===== config.mk =====
export PLATFORM = sky130hd
export DESIGN_NAME = mac_pipe
export DESIGN_NICKNAME = d
export VERILOG_FILES = /design/src/rtl/mac_pkg.sv /design/src/rtl/mac_ctrl.sv /design/src/rtl/mac_dpath.sv /design/src/rtl/mac_pipe.sv
export SDC_FILE = /design/constraint.sdc
export NUM_CORES = 1
export LEC_CHECK = 0
export ABC_CLOCK_PERIOD_IN_PS = 8600
export BUFFER_PORTS_ARGS = -buffer_cell sky130_fd_sc_hd__buf_2
export CORE_AREA = 2 2 220 201
export DETAILED_ROUTE_END_ITERATION = 8
export DIE_AREA = 0 0 222 203
export PLACE_DENSITY = 0.68
export SETUP_SLACK_MARGIN = 0.15
export SLEW_MARGIN = 0
export SYNTH_ARGS = -nofsm -noshare
export SYNTH_HDL_FRONTEND = slang
export SYNTH_SLANG_ARGS = --single-unit

===== constraint.sdc =====
create_clock -name clk -period 8.6 [get_ports clk]
set_clock_uncertainty 0.2 [all_clocks]
set_input_delay 0.86 -clock clk [delete_from_list [all_inputs] [get_ports clk]]
set_output_delay 0.86 -clock clk [all_outputs]
set_load 0.1 [all_outputs]

===== src/rtl/mac_pkg.sv =====
package mac_pkg;

  typedef enum logic [3:0] {
    OP_IDLE      = 4'd0,
    OP_LOADT     = 4'd1,
    OP_MUL       = 4'd2,
    OP_ACCP      = 4'd3,
    OP_SUBP      = 4'd4,
    OP_LOADT_ACC = 4'd5,
    OP_SQR_ACC   = 4'd6,
    OP_SQR_SUB   = 4'd7,
    OP_MAC       = 4'd8
  } opcode_e;

  // Per-cycle strobes from control to datapath
  typedef struct packed {
    logic tLoad;      // T <= dataIn
    logic prodEn;     // P <= multiplier result
    logic squareSel;  // multiplier operand A is dataIn instead of T
    logic accEn;      // A <= A +/- P
    logic accSub;     // subtract instead of add
  } strobes_t;

endpackage


===== src/rtl/mac_ctrl.sv =====
module mac_ctrl
  import mac_pkg::*;
#(
  parameter int CNT_W = 8
) (
  input  logic             clk,
  input  logic             rst,
  input  logic [3:0]       opCode,
  input  logic             loopStart,
  input  logic [CNT_W-1:0] loopCount,
  output strobes_t         stb,
  output logic             loopBusy
);

  localparam logic [CNT_W-1:0] CntOne  = CNT_W'(1);
  localparam logic [CNT_W-1:0] CntZero = '0;

  logic [CNT_W-1:0] remaining;
  logic             startValid;

  assign loopBusy   = (remaining != CntZero);
  assign startValid = loopStart && (loopCount != CntZero);

  always_ff @(posedge clk) begin
    if (rst) begin
      remaining <= CntZero;
    end else if (loopBusy) begin
      remaining <= remaining - CntOne;
    end else if (startValid) begin
      remaining <= loopCount - CntOne;
    end
  end

  strobes_t macStb;
  assign macStb = '{tLoad: 1'b0, prodEn: 1'b1, squareSel: 1'b0,
                    accEn: 1'b1, accSub: 1'b0};

  strobes_t opStb;
  always_comb begin
    opStb = '0;
    case (opCode)
      OP_LOADT:     opStb.tLoad = 1'b1;
      OP_MUL:       opStb.prodEn = 1'b1;
      OP_ACCP:      opStb.accEn = 1'b1;
      OP_SUBP: begin
        opStb.accEn  = 1'b1;
        opStb.accSub = 1'b1;
      end
      OP_LOADT_ACC: begin
        opStb.tLoad = 1'b1;
        opStb.accEn = 1'b1;
      end
      OP_SQR_ACC: begin
        opStb.tLoad     = 1'b1;
        opStb.prodEn    = 1'b1;
        opStb.squareSel = 1'b1;
        opStb.accEn     = 1'b1;
      end
      OP_SQR_SUB: begin
        opStb.tLoad     = 1'b1;
        opStb.prodEn    = 1'b1;
        opStb.squareSel = 1'b1;
        opStb.accEn     = 1'b1;
        opStb.accSub    = 1'b1;
      end
      OP_MAC:       opStb = macStb;
      default:      opStb = '0;
    endcase
  end

  always_comb begin
    if (loopBusy || startValid) stb = macStb;
    else if (loopStart)         stb = '0;
    else                        stb = opStb;
  end

  // a loop only begins from a start request
  assert_loop_start_R11: assert property (@(posedge clk) disable iff (rst)
    $rose(loopBusy) |-> $past(loopStart));

  // a loop that has more than one iteration left keeps running
  assert_loop_keeps_R11: assert property (@(posedge clk) disable iff (rst)
    (remaining > CntOne) |=> loopBusy);

endmodule


===== src/rtl/mac_dpath.sv =====
module mac_dpath
  import mac_pkg::*;
#(
  parameter int DATA_W = 16
) (
  input  logic                  clk,
  input  logic                  rst,
  input  strobes_t              stb,
  input  logic [DATA_W-1:0]     dataIn,
  input  logic                  ovfClear,
  output logic [2*DATA_W-1:0]   accOut,
  output logic [2*DATA_W-1:0]   prodOut,
  output logic                  ovfFlag
);

  localparam int PROD_W = 2 * DATA_W;
  localparam int ACC_W  = PROD_W;  // no guard bits
  localparam int MSB    = ACC_W - 1;

  logic signed [DATA_W-1:0] tReg;
  logic signed [PROD_W-1:0] prodReg;
  logic        [ACC_W-1:0]  accReg;
  logic                     ovfReg;

  // Multiplier stage
  logic signed [DATA_W-1:0] mulA;
  logic signed [DATA_W-1:0] mulB;
  logic signed [PROD_W-1:0] mulRes;

  assign mulA   = stb.squareSel ? $signed(dataIn) : tReg;
  assign mulB   = $signed(dataIn);
  assign mulRes = mulA * mulB;

  // Accumulate stage
  logic [ACC_W-1:0] sumAdd;
  logic [ACC_W-1:0] sumSub;
  logic [ACC_W-1:0] accNext;
  logic             ovfAdd;
  logic             ovfSub;
  logic             ovfNow;

  assign sumAdd  = accReg + prodReg;
  assign sumSub  = accReg - prodReg;
  assign accNext = stb.accSub ? sumSub : sumAdd;
  assign ovfAdd  = (accReg[MSB] == prodReg[MSB]) && (sumAdd[MSB] != accReg[MSB]);
  assign ovfSub  = (accReg[MSB] != prodReg[MSB]) && (sumSub[MSB] != accReg[MSB]);
  assign ovfNow  = stb.accEn && (stb.accSub ? ovfSub : ovfAdd);

  always_ff @(posedge clk) begin
    if (rst) begin
      tReg    <= '0;
      prodReg <= '0;
      accReg  <= '0;
      ovfReg  <= 1'b0;
    end else begin
      if (stb.tLoad)  tReg    <= $signed(dataIn);
      if (stb.prodEn) prodReg <= mulRes;
      if (stb.accEn)  accReg  <= accNext;
      if (ovfNow)        ovfReg <= 1'b1;
      else if (ovfClear) ovfReg <= 1'b0;
    end
  end

  assign accOut  = accReg;
  assign prodOut = prodReg;
  assign ovfFlag = ovfReg;

  // a squared product is never negative
  assert_square_sign_R7: assert property (@(posedge clk) disable iff (rst)
    (stb.prodEn && stb.squareSel) |=> !prodReg[PROD_W-1]);

  // T holds when not loaded
  assert_t_hold_R2: assert property (@(posedge clk) disable iff (rst)
    !stb.tLoad |=> $stable(tReg));

endmodule


===== src/rtl/mac_pipe.sv =====
module mac_pipe
  import mac_pkg::*;
#(
  parameter int DATA_W = 16,
  parameter int CNT_W  = 8
) (
  input  logic                clk,
  input  logic                rst,
  input  logic [3:0]          opCode,
  input  logic [DATA_W-1:0]   dataIn,
  input  logic                loopStart,
  input  logic [CNT_W-1:0]    loopCount,
  input  logic                ovfClear,
  output logic [2*DATA_W-1:0] accOut,
  output logic [2*DATA_W-1:0] prodOut,
  output logic                ovfFlag,
  output logic                loopBusy
);

  strobes_t stb;

  mac_ctrl #(.CNT_W(CNT_W)) u_ctrl (
    .clk       (clk),
    .rst       (rst),
    .opCode    (opCode),
    .loopStart (loopStart),
    .loopCount (loopCount),
    .stb       (stb),
    .loopBusy  (loopBusy)
  );

  mac_dpath #(.DATA_W(DATA_W)) u_dpath (
    .clk      (clk),
    .rst      (rst),
    .stb      (stb),
    .dataIn   (dataIn),
    .ovfClear (ovfClear),
    .accOut   (accOut),
    .prodOut  (prodOut),
    .ovfFlag  (ovfFlag)
  );

  logic idleOp;
  assign idleOp = (opCode == 4'd0) || (opCode > 4'd8);

  // reset clears all visible state
  assert_reset_clear_R1: assert property (@(posedge clk)
    rst |=> (accOut == '0) && (prodOut == '0) && !ovfFlag && !loopBusy);

  // idle and unused opcodes change nothing
  assert_idle_hold_R12: assert property (@(posedge clk) disable iff (rst)
    (idleOp && !loopBusy && !loopStart && !ovfClear) |=>
      ($stable(accOut) && $stable(prodOut) && $stable(ovfFlag)));

  // overflow flag is sticky until cleared
  assert_ovf_sticky_R10: assert property (@(posedge clk) disable iff (rst)
    (ovfFlag && !ovfClear) |=> ovfFlag);

  // accumulate-only opcodes keep P
  assert_accp_keeps_prod_R5: assert property (@(posedge clk) disable iff (rst)
    ((opCode == 4'd3 || opCode == 4'd4) && !loopBusy && !loopStart) |=>
      $stable(prodOut));

endmodule


==> run metrics, run 1 <==
status finished, final reports clean; pin count of the biggest net entering global routing 79; Post-synth top cells inv_1 (350), fa_1 (264), nand2_1 (247); RR Startpoint u_ctrl.remaining[0]$_SDFFE_PP0P_; Die Area about 45,000 µm²; Worst R2R Setup Slack 0.58 ns; post-synthesis adder-cell area fraction a little over two fifths; NumNets Final 2,524; Die W about 220 µm; Fin Hold WS 0.255 ns; 1st-pass router iterations 6; vias in the first global route 14,346; DRC 0; Final ANT Viol Nets 0; Hold Startpoint u_ctrl.remaining[0]$_SDFFE_PP0P_; syn nets approximately 2,500; Synth Area in Simple Gates between 15 and 20%; num ports 98; Post-synth ARST share 0%; Initial Util approximately 40%; Rel. slew slack between 10% and 20%; min-delay worst type flip-flop to flip-flop; Worst-path clk slew about 0.070 ns; Critical Path Start Type flip-flop; most common cell in the synthesized netlist inv_1; first-pass GRT wire length 77,100 µm; Yosys cell types 79; share of layout cells above drive strength 1 8.00%; clk sinks between 80 and 90; CP Class flip-flop to flip-flop; Post-synth EDFFs 0; Synth top area share a little under a third; Worst Path Arrival approximately 8.1 ns; Hold Violations, Final 0; max-cap viol count 0; post-CTS setup buffers 0; main combinational cell family by area after synthesis adder cells; clock latency on the worst-skew pair ~0.37 ns; Cell Area, Synth roughly 17,000 µm²; Final Max Slew Viols 0; CTS tree built; maximum VDD drop between 200 and 300 µV; routed wire length per instance ~18 µm; row cnt slightly above 70; final critical-path required period 8.02 ns; RSZ-0062 raised after global routing no; worst hold endpoint u_ctrl.remaining[0]$_SDFFE_PP0P_; Via Count around 15,000; Final Cycle Share between 90% and 100%; HPWL Detailed roughly 38,000 µm; sequential fraction of the synthesis area a little over a tenth; Setup violations, final 0; Routed WL 48,000 µm; Root Buffer clkbuf_16; Post-Synth XOR/XNOR Area 3.21%; Mean Syn Cell Area approximately 8.2 µm²; Worst EP required between 8 and 9 ns; RePlAce Congestion 0.939; CP endpoint kind flip-flop; leak pwr just over 9 nW; final setup TNS 0 ns; pwr/cell area approximately 260 nW/µm²; Area growth syn-to-layout 7.59%; Yosys reg bits between 80 and 90; hold_buf cts 0; Iteration-0 DRC Markers about 1,200; CTS Buf Count 9; Total Routing Usage GR 21.4%; top area cells in the synthesized netlist fa_1 (31%), ha_1 (11%), dfxtp_1 (11%); crit path max fanout 31; vias per cell 5.50; CORE AREA between 40,000 and 50,000 µm²; Top FF cell, synth dfxtp_1; grt ovf 0; Compound-Gate Fraction of Synth Area approximately 15%; worst r2r path cells 27; CTS-repair resized insts 0; reg-to-reg endpoint u_dpath.prodOut[31]$_SDFFE_PP0P_; post-synthesis mux area share roughly 1.2%; post-route total power approximately 4.7 mW; cells after synthesis 2,053; chip height 203 µm; port bufs 97; WHS Path Cells 1; antenna violations before repair 1; number of synthesis warnings 0; f_max 125 MHz; Synth area leader fa_1; worst-case clock buffer depth 2; worst slew pin tran about 1.2 ns; # H-tree levels 3
## worst max-delay path by stage
stage / from / end / slack, ns / cells past startpoint
2_1_floorplan: u_ctrl.remaining[0]$_SDFFE_PP0P_ / u_dpath.prodOut[31]$_SDFFE_PP0P_ / 0.76 / 27
3_3_place_gp: loopStart / u_dpath.prodOut[31]$_SDFFE_PP0P_ / 0.52 / 29
3_5_place_dp: loopStart / u_dpath.prodOut[31]$_SDFFE_PP0P_ / 0.30 / 29
4_1_cts: u_ctrl.remaining[0]$_SDFFE_PP0P_ / u_dpath.prodOut[31]$_SDFFE_PP0P_ / 0.43 / 29
5_1_grt: u_ctrl.remaining[0]$_SDFFE_PP0P_ / u_dpath.prodOut[31]$_SDFFE_PP0P_ / 0.16 / 27
6_report: u_ctrl.remaining[0]$_SDFFE_PP0P_ / u_dpath.prodOut[31]$_SDFFE_PP0P_ / 0.58 / 27
## critical path, stage by stage, from the launching register on
cell	delay (ns)
dfxtp_1	0.33
or4_4	0.55
nor4_4	0.28
nand2_1	0.15
nor2_2	0.16
buf_12	0.22
nand2_1	0.08
nand2_1	0.36
nand2_1	0.14
fa_1	0.53
fa_1	0.53
fa_1	0.51
inv_1	0.05
fa_1	0.49
fa_1	0.49
inv_1	0.04
fa_1	0.48
inv_1	0.04
ha_1	0.38
and3_1	0.24
and3_1	0.17
nand3_1	0.11
a21oi_1	0.50
a221oi_2	0.14
a21oi_1	0.25
a31oi_1	0.13
xnor2_1	0.15
a211oi_1	0.24
## cells by family after synthesis
logic type	count (synthesis)
and+or+nand+nor	642
adders and majority gates	409
DFF	89
muxes	20
xor gates and xnor gates	62
buffers and inverters	449
AOI/OAI and AO/OA	382
## per-stage QoR
step / setup WS (ns) / cells / cell area, µm² / utilization (%)
floorplan: 0.758 / 2053 / 16900 / -
global placement: 0.519 / 2627 / 17900 / 41.9
detailed placement: 0.303 / 2627 / 17900 / 41.9
CTS: 0.425 / 2643 / 18200 / 42.6
global route: 0.162 / 2644 / 18200 / 42.7
finish: 0.579 / 2644 / 18200 / 42.7
## cell type report
class | count | area (µm²)
Sequential cell | 89 | 1780
Inverter | 351 | 1320
Antenna cell | 1 | 2.50
Clock inverter | 6 | 72.6
Multi-Input combinational cell | 1515 | 13400
Fill cell | 4238 | 24400
Timing Repair Buffer | 117 | 648
Clock buffer | 10 | 229
Tap cell | 555 | 694
## power by group
part	switching, mW	internal [mW]	leakage (nW)
clock network	0.206	0.230	0.144
registers	0.158	0.533	0.729
logic	2.43	1.14	8.25
total	2.80	1.91	9.12
## layout by cell type (no fill, tap or decap), drive strengths merged, types with 11 or more instances in the layout
| cell type | count |
|---|---|
| a211oi | 50 |
| a21o | 30 |
| a21oi | 119 |
| and2 | 111 |
| buf | 117 |
| dfxtp | 89 |
| fa | 264 |
| ha | 145 |
| inv | 354 |
| mux2i | 19 |
| nand2 | 247 |
| nand2b | 15 |
| nand3 | 25 |
| nand4 | 14 |
| nor2 | 136 |
| nor2b | 23 |
| nor3 | 23 |
| nor4 | 13 |
| o211ai | 18 |
| o21a | 11 |
| o21ai | 61 |
| o31ai | 13 |
| xnor2 | 47 |
| xor2 | 15 |
## state kept, by name, summed over array words and instances (netlist names)
name	cells
u_ctrl.remaining	8
u_dpath.prodOut	32
u_dpath.accOut	32
u_dpath.ovfFlag	1
u_dpath.tReg	16
## routing by layer
metal | global-route usage (%) | part of all wire (%) | up-vias
li1 | - | - | 6681
met1 | 30.1 | 45 | 7279
met2 | 34.7 | 47 | 517
met3 | 2.55 | 5.8 | 75
met4 | 6.49 | 2.6 | 0
met5 | 0 | 0 | -
Power figures use the tool's default switching activity.
==> run 2, diff against run 1 <==
ABC_CLOCK_PERIOD_IN_PS = 8000   (was 8600)
clock period = 8 ns   (was 8.6 ns; I/O delays follow)
==> run 2 against run 1 <==
Final cell count increased by 1.2%. Global-route usage up 1.0 points. Routed wire length is 4.7% higher. Clock power up 9.6%. Largest cell class unchanged. Die area stayed put. Critical endpoint unchanged. Via count rose by 0.91%. First-iteration DRC count shrank 13%. Cell area rose by 1.9%. Largest power group unchanged. Sequential cell count unchanged.
==> run metrics, run 2 (same netlist as run 1, synthesis figures left out) <==
f_max roughly 130 MHz; routed wire length per instance 18.8 µm; HPWL Detailed just under 40,000 µm; fill count around 4,200; CP Class flip-flop to flip-flop; antenna violations before repair 0; DR WL met3 approximately 3400 µm; Routed WL 50,300 µm; antenna cells 0; crit path max fanout 12; num ports between 90 and 100; min-delay worst type flip-flop to flip-flop; Hold Violations, Final 0; Critical Path Start Type flip-flop; final core occ a little over two fifths; Final Cycle Share about 94%; Initial Util 39.7%; CTS tree built; Worst R2R Setup Slack between 0.4 and 0.5 ns; commonest non-fill, non-tap cell in the layout inv_1; post-route total power ~5.1 mW; most frequent cells in the layout inv_1 (349), fa_1 (262), nand2_1 (234); CTS Buf Count 9; pwr/cell area 278 nW/µm²; vias in the first global route about 15,000; DR top layer met4; RSZ-0062 raised after global routing no; final critical-path required period around 7.5 ns; share of layout cells above drive strength 1 between 10% and 20%; Final ANT Viol Nets 0; Worst-path clk slew 0.07 ns; Rel. slew slack 18.5%; chip height a little over 200 µm; footprint of the multi-input gates 13,500 µm²; Area growth syn-to-layout 9.66%; status finished, final reports clean; maximum VDD drop 278 µV; Root Buffer clkbuf_16; vias per cell approximately 5.5; # H-tree levels 3; switch share 59.4%; Via Count approximately 15,000; grt ovf 0; Iteration-0 DRC Markers about 1,100; worst slew pin tran roughly 1.2 ns; 1st-pass router iterations 5; sequential power share between 10% and 20%; Total Routing Usage GR between 20 and 25%; NumNets Final 2,556; Worst EP required 8.09 ns; Final Max Slew Viols 0; DRC 0; hold_buf cts 0; max-cap viol count 0; worst-case clock buffer depth 2; WL met1 roughly 22,000 µm; routed wl met2 approximately 24,000 µm; clk sinks just under 90; FF/Latch Area 1780 µm²; Die W 222 µm; CORE AREA 42,600 µm²; first-pass GRT wire length roughly 80,000 µm; Worst Path Arrival between 7 and 8 ns; row cnt a little over 70; clock latency on the worst-skew pair ~0.38 ns; Switch Pwr 3.06 mW; leak pwr between 9 and 10 nW; CP endpoint kind flip-flop; port bufs slightly below 100; Setup violations, final 0; Die Area around 45,000 µm²; P_int around 2.1 mW; pin count of the biggest net entering global routing 68; clock share of power approximately a tenth; combinational share of power roughly three quarters; RePlAce Congestion 0.927
==> run 2: changes by cell type in the layout (fill, tap and decap cells not counted), sizes merged <==
cell,before,now
clkinvlp,1,0
clkinv,1,3
diode,1,0
buf,117,148
==> run 2: final timing paths <==
| check | from | endpoint | depth (start not counted) |
|---|---|---|---|
| worst max-delay path | u_ctrl.remaining[0]$_SDFFE_PP0P_ | u_dpath.prodOut[31]$_SDFFE_PP0P_ | 26 |
| worst min-delay path | u_ctrl.remaining[0]$_SDFFE_PP0P_ | u_ctrl.remaining[0]$_SDFFE_PP0P_ | 1 |
| worst max register to register | u_ctrl.remaining[0]$_SDFFE_PP0P_ | u_dpath.prodOut[31]$_SDFFE_PP0P_ | 26 |
| worst min register to register | u_ctrl.remaining[0]$_SDFFE_PP0P_ | u_ctrl.remaining[0]$_SDFFE_PP0P_ | 1 |
==> run 2: area by class of cell <==
type / count / area share (%)
Multi-Input combinational cell: 1515 / 73.0
Sequential cell: 89 / 9.61
Inverter: 351 / 7.11
Timing Repair Buffer: 149 / 4.97
Tap cell: 555 / 3.75
Clock buffer: 9 / 1.21
Clock inverter: 7 / 0.405
==> run 2: layer usage <==
metal  vias up  GRT usage (%)
met3        94           3.68
met2       535           37.8
met4         0           6.30
met5         -              0
met1      7300           29.9
li1       6756              -
==> run 2: worst max-delay path, cell delays in order (launching register included) <==
cell	delay, ns
dfxtp_1	0.33
or4_4	0.55
nor4_4	0.19
nand4_1	0.26
buf_4	0.28
nand2_1	0.12
nand2_4	0.11
buf_4	0.18
and2_1	0.17
fa_1	0.59
fa_1	0.45
fa_1	0.47
fa_1	0.43
fa_1	0.53
inv_1	0.05
fa_1	0.51
inv_1	0.05
ha_1	0.30
a211oi_2	0.29
nand2_2	0.12
nor4_4	0.23
a21oi_2	0.12
a221oi_2	0.31
a21oi_2	0.12
a31oi_1	0.21
xnor2_1	0.09
a211oi_1	0.19
==> run 2: power groups by stage <==
stage	clock network (mW)	registers, mW	logic [mW]
finish	0.478	0.744	3.93
global route	0.501	0.758	4.29
CTS	0.489	0.742	3.88
detailed placement	0	0.752	3.85
global placement	0	0.746	3.79
floorplan	0	1.44	2.27
==> run 2: repair_timing <==
action,in CTS,in global routing
endpoints found under the setup margin,7,13
gates resized for setup,13,25
cloned,0,1
pin swaps,0,13
endpoints found under the hold margin,0,0
buffers inserted,0,6
==> run 2: stage by stage <==
step | setup WS, ns | cell area [µm²] | setup TNS [ns] | hold slack [ns] | cells
floorplan | 0.158 | 16900 | 0 | 0.217 | 2053
global placement | 0.178 | 18000 | 0 | 0.229 | 2652
detailed placement | -0.0955 | 18000 | -0.0955 | 0.249 | 2652
CTS | 0.152 | 18400 | 0 | 0.267 | 2668
global route | 0.141 | 18500 | 0 | 0.286 | 2675
finish | 0.460 | 18500 | 0 | 0.268 | 2675
